**src/rtl/tick_timer_pkg.sv**
```systemverilog
package tick_timer_pkg;
    typedef enum logic [1:0] {
        ST_IDLE  = 2'd0,
        ST_ARMED = 2'd1,
        ST_LATE  = 2'd2
    } dl_state_t;
endpackage

```
**src/rtl/tick_count_reg.sv**
```systemverilog
module tick_count_reg #(
    parameter int W = 64
) (
    input  logic         clk,
    input  logic         rst_n,
    input  logic         tick_en,
    input  logic         cnt_wr,
    input  logic         cmp_wr,
    input  logic [W-1:0] wr_data,
    output logic [W-2:0] count,
    output logic         dis
);
    localparam int CW = W - 1;

    always_ff @(posedge clk) begin
        if (!rst_n) begin
            count <= '0;
        end else if (cnt_wr) begin
            count <= wr_data[CW-1:0];
        end else if (tick_en) begin
            count <= count + {{(CW-1){1'b0}}, 1'b1};
        end
    end

    // both register writes own the shared flag
    always_ff @(posedge clk) begin
        if (!rst_n) begin
            dis <= 1'b1;
        end else if (cnt_wr || cmp_wr) begin
            dis <= wr_data[W-1];
        end
    end

    a_r3_count_hold: assert property (@(posedge clk) disable iff (!rst_n)
        (!cnt_wr && !tick_en) |=> $stable(count));

    a_r4_flag_from_cmp: assert property (@(posedge clk) disable iff (!rst_n)
        (cmp_wr && !cnt_wr) |=> (dis == $past(wr_data[W-1])));
endmodule

```
**src/rtl/tick_deadline_fsm.sv**
```systemverilog
module tick_deadline_fsm
    import tick_timer_pkg::*;
#(
    parameter int W = 64
) (
    input  logic         clk,
    input  logic         rst_n,
    input  logic         tick_en,
    input  logic         cmp_wr,
    input  logic [W-1:0] wr_data,
    input  logic [W-2:0] count,
    input  logic         dis,
    output logic         fire
);
    localparam int CW = W - 1;

    dl_state_t     state, state_nx;
    logic [CW-1:0] deadline;
    logic          cmp_zero;
    logic          cmp_off;

    assign cmp_zero = (wr_data[CW-1:0] == '0);
    assign cmp_off  = wr_data[W-1];

    always_ff @(posedge clk) begin
        if (!rst_n) begin
            state    <= ST_IDLE;
            deadline <= '0;
        end else begin
            state <= state_nx;
            if (cmp_wr) begin
                deadline <= wr_data[CW-1:0];
            end
        end
    end

    always_comb begin
        fire = 1'b0;
        if (!cmp_wr && !dis) begin
            unique case (state)
                ST_ARMED: fire = (count == deadline);
                ST_LATE:  fire = tick_en;
                default:  fire = 1'b0;
            endcase
        end
    end

    always_comb begin
        state_nx = state;
        if (cmp_wr) begin
            if (cmp_zero || cmp_off) begin
                state_nx = ST_IDLE;
            end else if (wr_data[CW-1:0] > count) begin
                state_nx = ST_ARMED;
            end else begin
                state_nx = ST_LATE;
            end
        end else begin
            unique case (state)
                ST_IDLE:  state_nx = ST_IDLE;
                ST_ARMED: if (dis || fire) state_nx = ST_IDLE;
                ST_LATE:  if (dis || fire) state_nx = ST_IDLE;
                default:  state_nx = ST_IDLE;
            endcase
        end
    end

    a_r5_zero_or_off_idle: assert property (@(posedge clk) disable iff (!rst_n)
        (cmp_wr && (cmp_zero || cmp_off)) |=> (state == ST_IDLE));

    a_r9_idle_after_fire: assert property (@(posedge clk) disable iff (!rst_n)
        fire |=> (state == ST_IDLE));
endmodule

```
**src/rtl/tick_softint_reg.sv**
```systemverilog
module tick_softint_reg #(
    parameter int SI_W   = 32,
    parameter int SI_BIT = 0
) (
    input  logic            clk,
    input  logic            rst_n,
    input  logic            fire,
    input  logic            si_clr,
    output logic [SI_W-1:0] softint,
    output logic            wake
);
    logic si_q;

    always_ff @(posedge clk) begin
        if (!rst_n) begin
            si_q <= 1'b0;
            wake <= 1'b0;
        end else begin
            wake <= fire;
            if (fire) begin
                si_q <= 1'b1;
            end else if (si_clr) begin
                si_q <= 1'b0;
            end
        end
    end

    for (genvar i = 0; i < SI_W; i++) begin : g_si
        if (i == SI_BIT) begin : g_on
            assign softint[i] = si_q;
        end else begin : g_off
            assign softint[i] = 1'b0;
        end
    end

    a_r10_sticky: assert property (@(posedge clk) disable iff (!rst_n)
        (softint[SI_BIT] && !si_clr) |=> softint[SI_BIT]);

    a_r11_wake_single: assert property (@(posedge clk) disable iff (!rst_n)
        wake |=> !wake);

    a_r11_wake_with_bit: assert property (@(posedge clk) disable iff (!rst_n)
        wake |-> softint[SI_BIT]);
endmodule

```
**src/rtl/deadline_tick_timer.sv**
```systemverilog
module deadline_tick_timer #(
    parameter int W      = 64,
    parameter int SI_W   = 32,
    parameter int SI_BIT = 0
) (
    input  logic            clk,
    input  logic            rst_n,
    input  logic            tick_en,
    input  logic            cnt_wr,
    input  logic            cmp_wr,
    input  logic [W-1:0]    wr_data,
    output logic [W-1:0]    cnt_rd_data,
    input  logic            si_clr,
    output logic [SI_W-1:0] softint,
    output logic            wake
);
    logic [W-2:0] count;
    logic         dis;
    logic         fire;

    tick_count_reg #(.W(W)) u_count (
        .clk     (clk),
        .rst_n   (rst_n),
        .tick_en (tick_en),
        .cnt_wr  (cnt_wr),
        .cmp_wr  (cmp_wr),
        .wr_data (wr_data),
        .count   (count),
        .dis     (dis)
    );

    tick_deadline_fsm #(.W(W)) u_fsm (
        .clk     (clk),
        .rst_n   (rst_n),
        .tick_en (tick_en),
        .cmp_wr  (cmp_wr),
        .wr_data (wr_data),
        .count   (count),
        .dis     (dis),
        .fire    (fire)
    );

    tick_softint_reg #(.SI_W(SI_W), .SI_BIT(SI_BIT)) u_si (
        .clk     (clk),
        .rst_n   (rst_n),
        .fire    (fire),
        .si_clr  (si_clr),
        .softint (softint),
        .wake    (wake)
    );

    assign cnt_rd_data = {dis, count};
endmodule

```
**config.mk**
```make
export PLATFORM = sky130hd
export DESIGN_NAME = deadline_tick_timer
export DESIGN_NICKNAME = d
export VERILOG_FILES = /design/src/rtl/tick_timer_pkg.sv /design/src/rtl/tick_count_reg.sv /design/src/rtl/tick_deadline_fsm.sv /design/src/rtl/tick_softint_reg.sv /design/src/rtl/deadline_tick_timer.sv
export SDC_FILE = /design/constraint.sdc
export NUM_CORES = 1
export LEC_CHECK = 0
export BUFFER_PORTS_ARGS = -buffer_cell sky130_fd_sc_hd__buf_2
export CAP_MARGIN = 15
export CORE_ASPECT_RATIO = 0.8
export CORE_MARGIN = 3
export CORE_UTILIZATION = 30
export CTS_CLUSTER_DIAMETER = 150
export DETAILED_ROUTE_END_ITERATION = 7
export PLACE_DENSITY = 0.45
export SETUP_SLACK_MARGIN = 0.4
export SLEW_MARGIN = 20
export SYNTH_ARGS = -nofsm -noshare
export SYNTH_HDL_FRONTEND = slang
export SYNTH_HIERARCHICAL = 1
export SYNTH_SLANG_ARGS = --single-unit
```
**constraint.sdc**
```tcl
create_clock -name clk -period 3.6 [get_ports clk]
set_clock_uncertainty 0.2 [all_clocks]
set_input_delay 0.54 -clock clk [delete_from_list [all_inputs] [get_ports clk]]
set_output_delay 0.54 -clock clk [all_outputs]
set_load 0.03 [all_outputs]
```
# == After elaboration in Yosys (flattened, before gate mapping) ==
# Cells that the tools add are included.
# W data, S select, Z words.
# op_classes
order_cmp,1
n_eq_ne,4
mux,11
n_reduce_logical,10
add_sub_neg,1
# ops
operator,n
$mux W63,2
$add A63 B1 Y63 const B,1
$eq A63 B63 Y1,1
$gt A63 B63 Y1,1
$logic_not A63 Y1,1
$mux W2,5
$reduce_bool A2 Y1,2
$logic_or A1 B1 Y1,3
$mux W1,3
$ne A3 B1 Y1 const B,1
$eq A2 B1 Y1 const B,1
$eq A2 B2 Y1 const B,1
$logic_not A1 Y1,2
$pmux W1 S2,1
$reduce_or A2 Y1,1
$logic_and A1 B1 Y1,1
# word_totals
input_bits,70
regBits,131
elab_cells,33
output_inout_bits,97

# == Longest topological paths before layout ==
# logic_depth
depth_word,7
depth_mapped,9
ltp_nobuf,9

# == Modules after synthesis ==
# Netlist, hierarchy kept.
# by_module_without_submodules
mod,seq_area_each_um2,cells_each,n_inst,area_each_um2
tick_deadline_fsm,1301.2,555,1,4875.9
tick_count_reg,1281.2,489,1,3826.2
tick_softint_reg,40.0,38,1,311.5
deadline_tick_timer,0.0,1,1,7.5

# == Worst setup path after synthesis ==
# No wires, ideal clock.
# synth_timing
kind,register to register
startpoint,register u_count.count[2]
endpoint,register u_count.count[59]
stages_incl_launch_ff,7
setup_slack_ns,0.817
setup_ns,0.063
synth_period_minus_slack_ns,2.783
n_path_buf,1
arrival_ns,2.520
required_ns,3.337
path_cell_list,dfxtp_1 > nand4_4 > or4_1 > or4_1 > buf_2 > or4_1 > nand3_1
# synth_via
elab_chain_cells,3
# synth_rtl
item,line_no,rtl
from (decl),tick_count_reg.sv:10,"output logic [W-2:0] count,"
from (signal assigned),tick_count_reg.sv:19,count <= wr_data[CW-1:0];
from (signal assigned),tick_count_reg.sv:21,"count <= count + {{(CW-1){1'b0}}, 1'b1};"
$add A63 B1 Y63,tick_count_reg.sv:21,
$mux W63,tick_count_reg.sv:20,end else if (tick_en) begin
$mux W63,tick_count_reg.sv:18,end else if (cnt_wr) begin
# Every way passes these cells. The select of a mux whose other input is x is not followed.
# A chain may end at the register's enable or synchronous reset.

# == Worst setup path after layout ==
# layout_timing
startpoint,register u_count.count[60]
endpoint,register u_fsm.state[0]
# layout_via
elab_chain_cells,5
# layout_rtl
item,line_no,rtl
branches (longest 5 deep; another with $gt A63 B63 Y1),n/a,
to (signal assigned),tick_deadline_fsm.sv:30,state <= state_nx;
to (decl),tick_deadline_fsm.sv:17,"dl_state_t state, state_nx;"
# Parallel ways; which one is timed is not known.

==> flow_summary.toml <==
[clocking]
root_buffer = "clkbuf_16"
cts_tree = "yes"
postCtsSetupBuffers = 0
cts_num_sinks = 131
cts_resized = 0
numCtsBuffers = 17
h-tree-depth = 4
worstSkewPairLatency_ps = 440
clk_path_buf_depth = 2
postCtsHoldBufs = 0
clkTransAtPathRegs_ps = 70

[routing]
dr.pass1.iters = 7
wl_per_cell_um = 21.7
final_antenna_net_count = 0
vias_per_cell = 5.33
vias = 8577
route.final.wire_length_um = 34800
dr.first_iter.drc_count = 697
post-route-drc-count = 0

[timing]
drv_slew = 0
fin_crit_ps = 3030
setup_tns_ps = 0
slew_headroom_pct = 37.2
max_freq_mhz = 330
rsz0062_at_grt = "no"
fin_crit_sh_pct = 84.2
setup_viol = 0
hold_viol = 0
tightest_slew_ps = 933

[global_route]
grt_usage_pct = 21.4
antenna_found_initial = 1
grt_start_max_net_pins = 48
grt_pass1_wl_um = 51800
grt_pass1_vias = 7911
grt_overflow = 0

[critical_path]
cp-endpoint = "u_fsm/state[0]"
worstPathArrival_ps = 3160
rr_worst_depth = 8
crit_type = "reg2reg"
r2r_end = "u_fsm/state[0]"
cp-end-kind = "flip-flop"
reg2reg_from = "u_count/count[60]"
crit_path_start = "u_count/count[60]"
r2r_setup_slack_ps = 570
critPathLaunchType = "flip-flop"
cp.required_ps = 3730
worstPathMaxFanout = 6

[placed_design]
gp_congestion = 0.853
port_buffers = 135
place_hpwl_um = 26800

[yosys]
yosys_warnings = 6
syn_area_per_cell_um2 = 8.33
synth_area_um2 = 9020
synth_cell_type_count = 64
synth_top_flop_cell = "dfxtp_1"
synth_edf_count = 0
synthCells = 1083
ys_ff_latch = 131
async_flop_share_pct = 0
ys_seq_area_share_pct = 29.1

[floorplan]
die-area_um2 = 32200
boundaryPins = 167
die_w_um = 200
coreArea_um2 = 29400
rows = 56
fp.dieH_um = 161
start_util_pct = 30.7

[finish]
nNetsFinal = 1355
final_common_cell = "buf_2"
syn2layout_area_growth_pct = 18.8
antenna_cells = 0
layout_common_cells = "133 x buf_2, 131 x dfxtp_1, 71 x inv_1"
final_util_pct = 36.4
drive_gt1_share_pct = 17.2

[power_and_ir_drop]
p_leak_nw = 4.64
power_density_nw_per_um2 = 418
irDropWorstVdd_v = 0.000269

[min_path]
hold_path_class = "in2reg"

[job]
max-cap-violations = 0

[status]
status = "completed"
==> per-layer routing <==
layer	up-vias	track usage (%)	part of all wire [%]
li1	4129	-	-
met1	4107	33.5	51
met2	311	29.7	41
met3	28	4.32	6.8
met4	2	5.04	1.2
met5	-	0	0.037
==> where the power goes <==
part / switching, mW / total, mW / internal, mW
Clock: 0.751 / 1.87 / 1.12
Sequential: 0.132 / 1.68 / 1.54
Combinational: 0.604 / 0.935 / 0.331
Total: 1.49 / 4.48 / 2.99
==> metrics by stage <==
step	area [um^2]	total power, mW	hold WS [ps]	setup slack, ps	std cells
3_5_place_dp	10100	2.63	295	546	1577
6_report	10700	4.48	193	568	1609
4_1_cts	10700	4.52	174	593	1609
2_1_floorplan	9130	2.28	258	817	1113
3_3_place_gp	10100	2.63	285	575	1577
5_1_grt	10700	4.67	199	444	1609
==> synthesized netlist by cell type (24+ instances only) <==
cell	number	area share, %
mux2i_1	65	7.2
o21ai_0	64	3.6
xor2_1	69	6.7
nor3_1	24	1.3
nor2b_1	65	4.5
buf_4	33	2.7
ha_1	66	9.2
nor4_1	48	3.3
a21oi_1	48	2.7
nand3_1	37	2.1
nand4_1	42	2.9
clkbuf_1	40	1.7
dfxtp_1	131	29
inv_1	72	3.0
nand2_1	70	2.9
==> flip-flops by register name (all words and copies together), names as in the netlist <==
signal and count:
u_si/si_q 1, u_count/count 63, u_count/dis 1, u_si/wake 1, u_fsm/state 2, u_fsm/deadline 63
==> logic make-up (layout without fill, tap and decap cells) <==
logic type | Yosys count | after routing | share of synthesized area (%)
other | 1 | 31 | 0.0416
AOI/OAI and AO/OA | 186 | 186 | 12.8
xor gates and xnor gates | 90 | 90 | 8.74
muxes | 65 | 65 | 7.21
buffers and inverters | 153 | 272 | 7.78
and+or+nand+nor | 391 | 391 | 25.2
adders and majority gates | 66 | 66 | 9.15
DFF | 131 | 131 | 29.1
==> final cells by class <==
class | count | area (um^2)
multi-input cells | 829 | 5820
repair buffers | 167 | 921
well taps | 377 | 472
fillers | 3154 | 18700
inverters | 73 | 274
clock inverters | 14 | 178
clock buffers | 18 | 439
flip-flops and latches | 131 | 2620
==> how the worst min path moves through the flow <==
| stage | startpoint | endpoint | slack, ps | cells after the start |
|---|---|---|---|---|
| 2_1_floorplan | u_fsm/state[1] | u_fsm/state[1] | 260 | 1 |
| 3_3_place_gp | u_fsm/state[1] | u_fsm/state[1] | 290 | 1 |
| 3_5_place_dp | u_fsm/state[1] | u_fsm/state[1] | 290 | 1 |
| 4_1_cts | wr_data[0] | u_count/count[0] | 170 | 2 |
| 5_1_grt | wr_data[16] | u_count/count[16] | 200 | 2 |
| 6_report | wr_data[0] | u_count/count[0] | 190 | 2 |
==> critical path, stage by stage (launching register included) <==
cell     delay, ps
dfxtp_1        460
xor2_1         280
nor4_1         440
buf_4          200
nand4_1        110
or4_1          530
o31a_1         320
and3_4         170
a22o_1         220
Note: power is estimated with default switching activity, not from simulation.
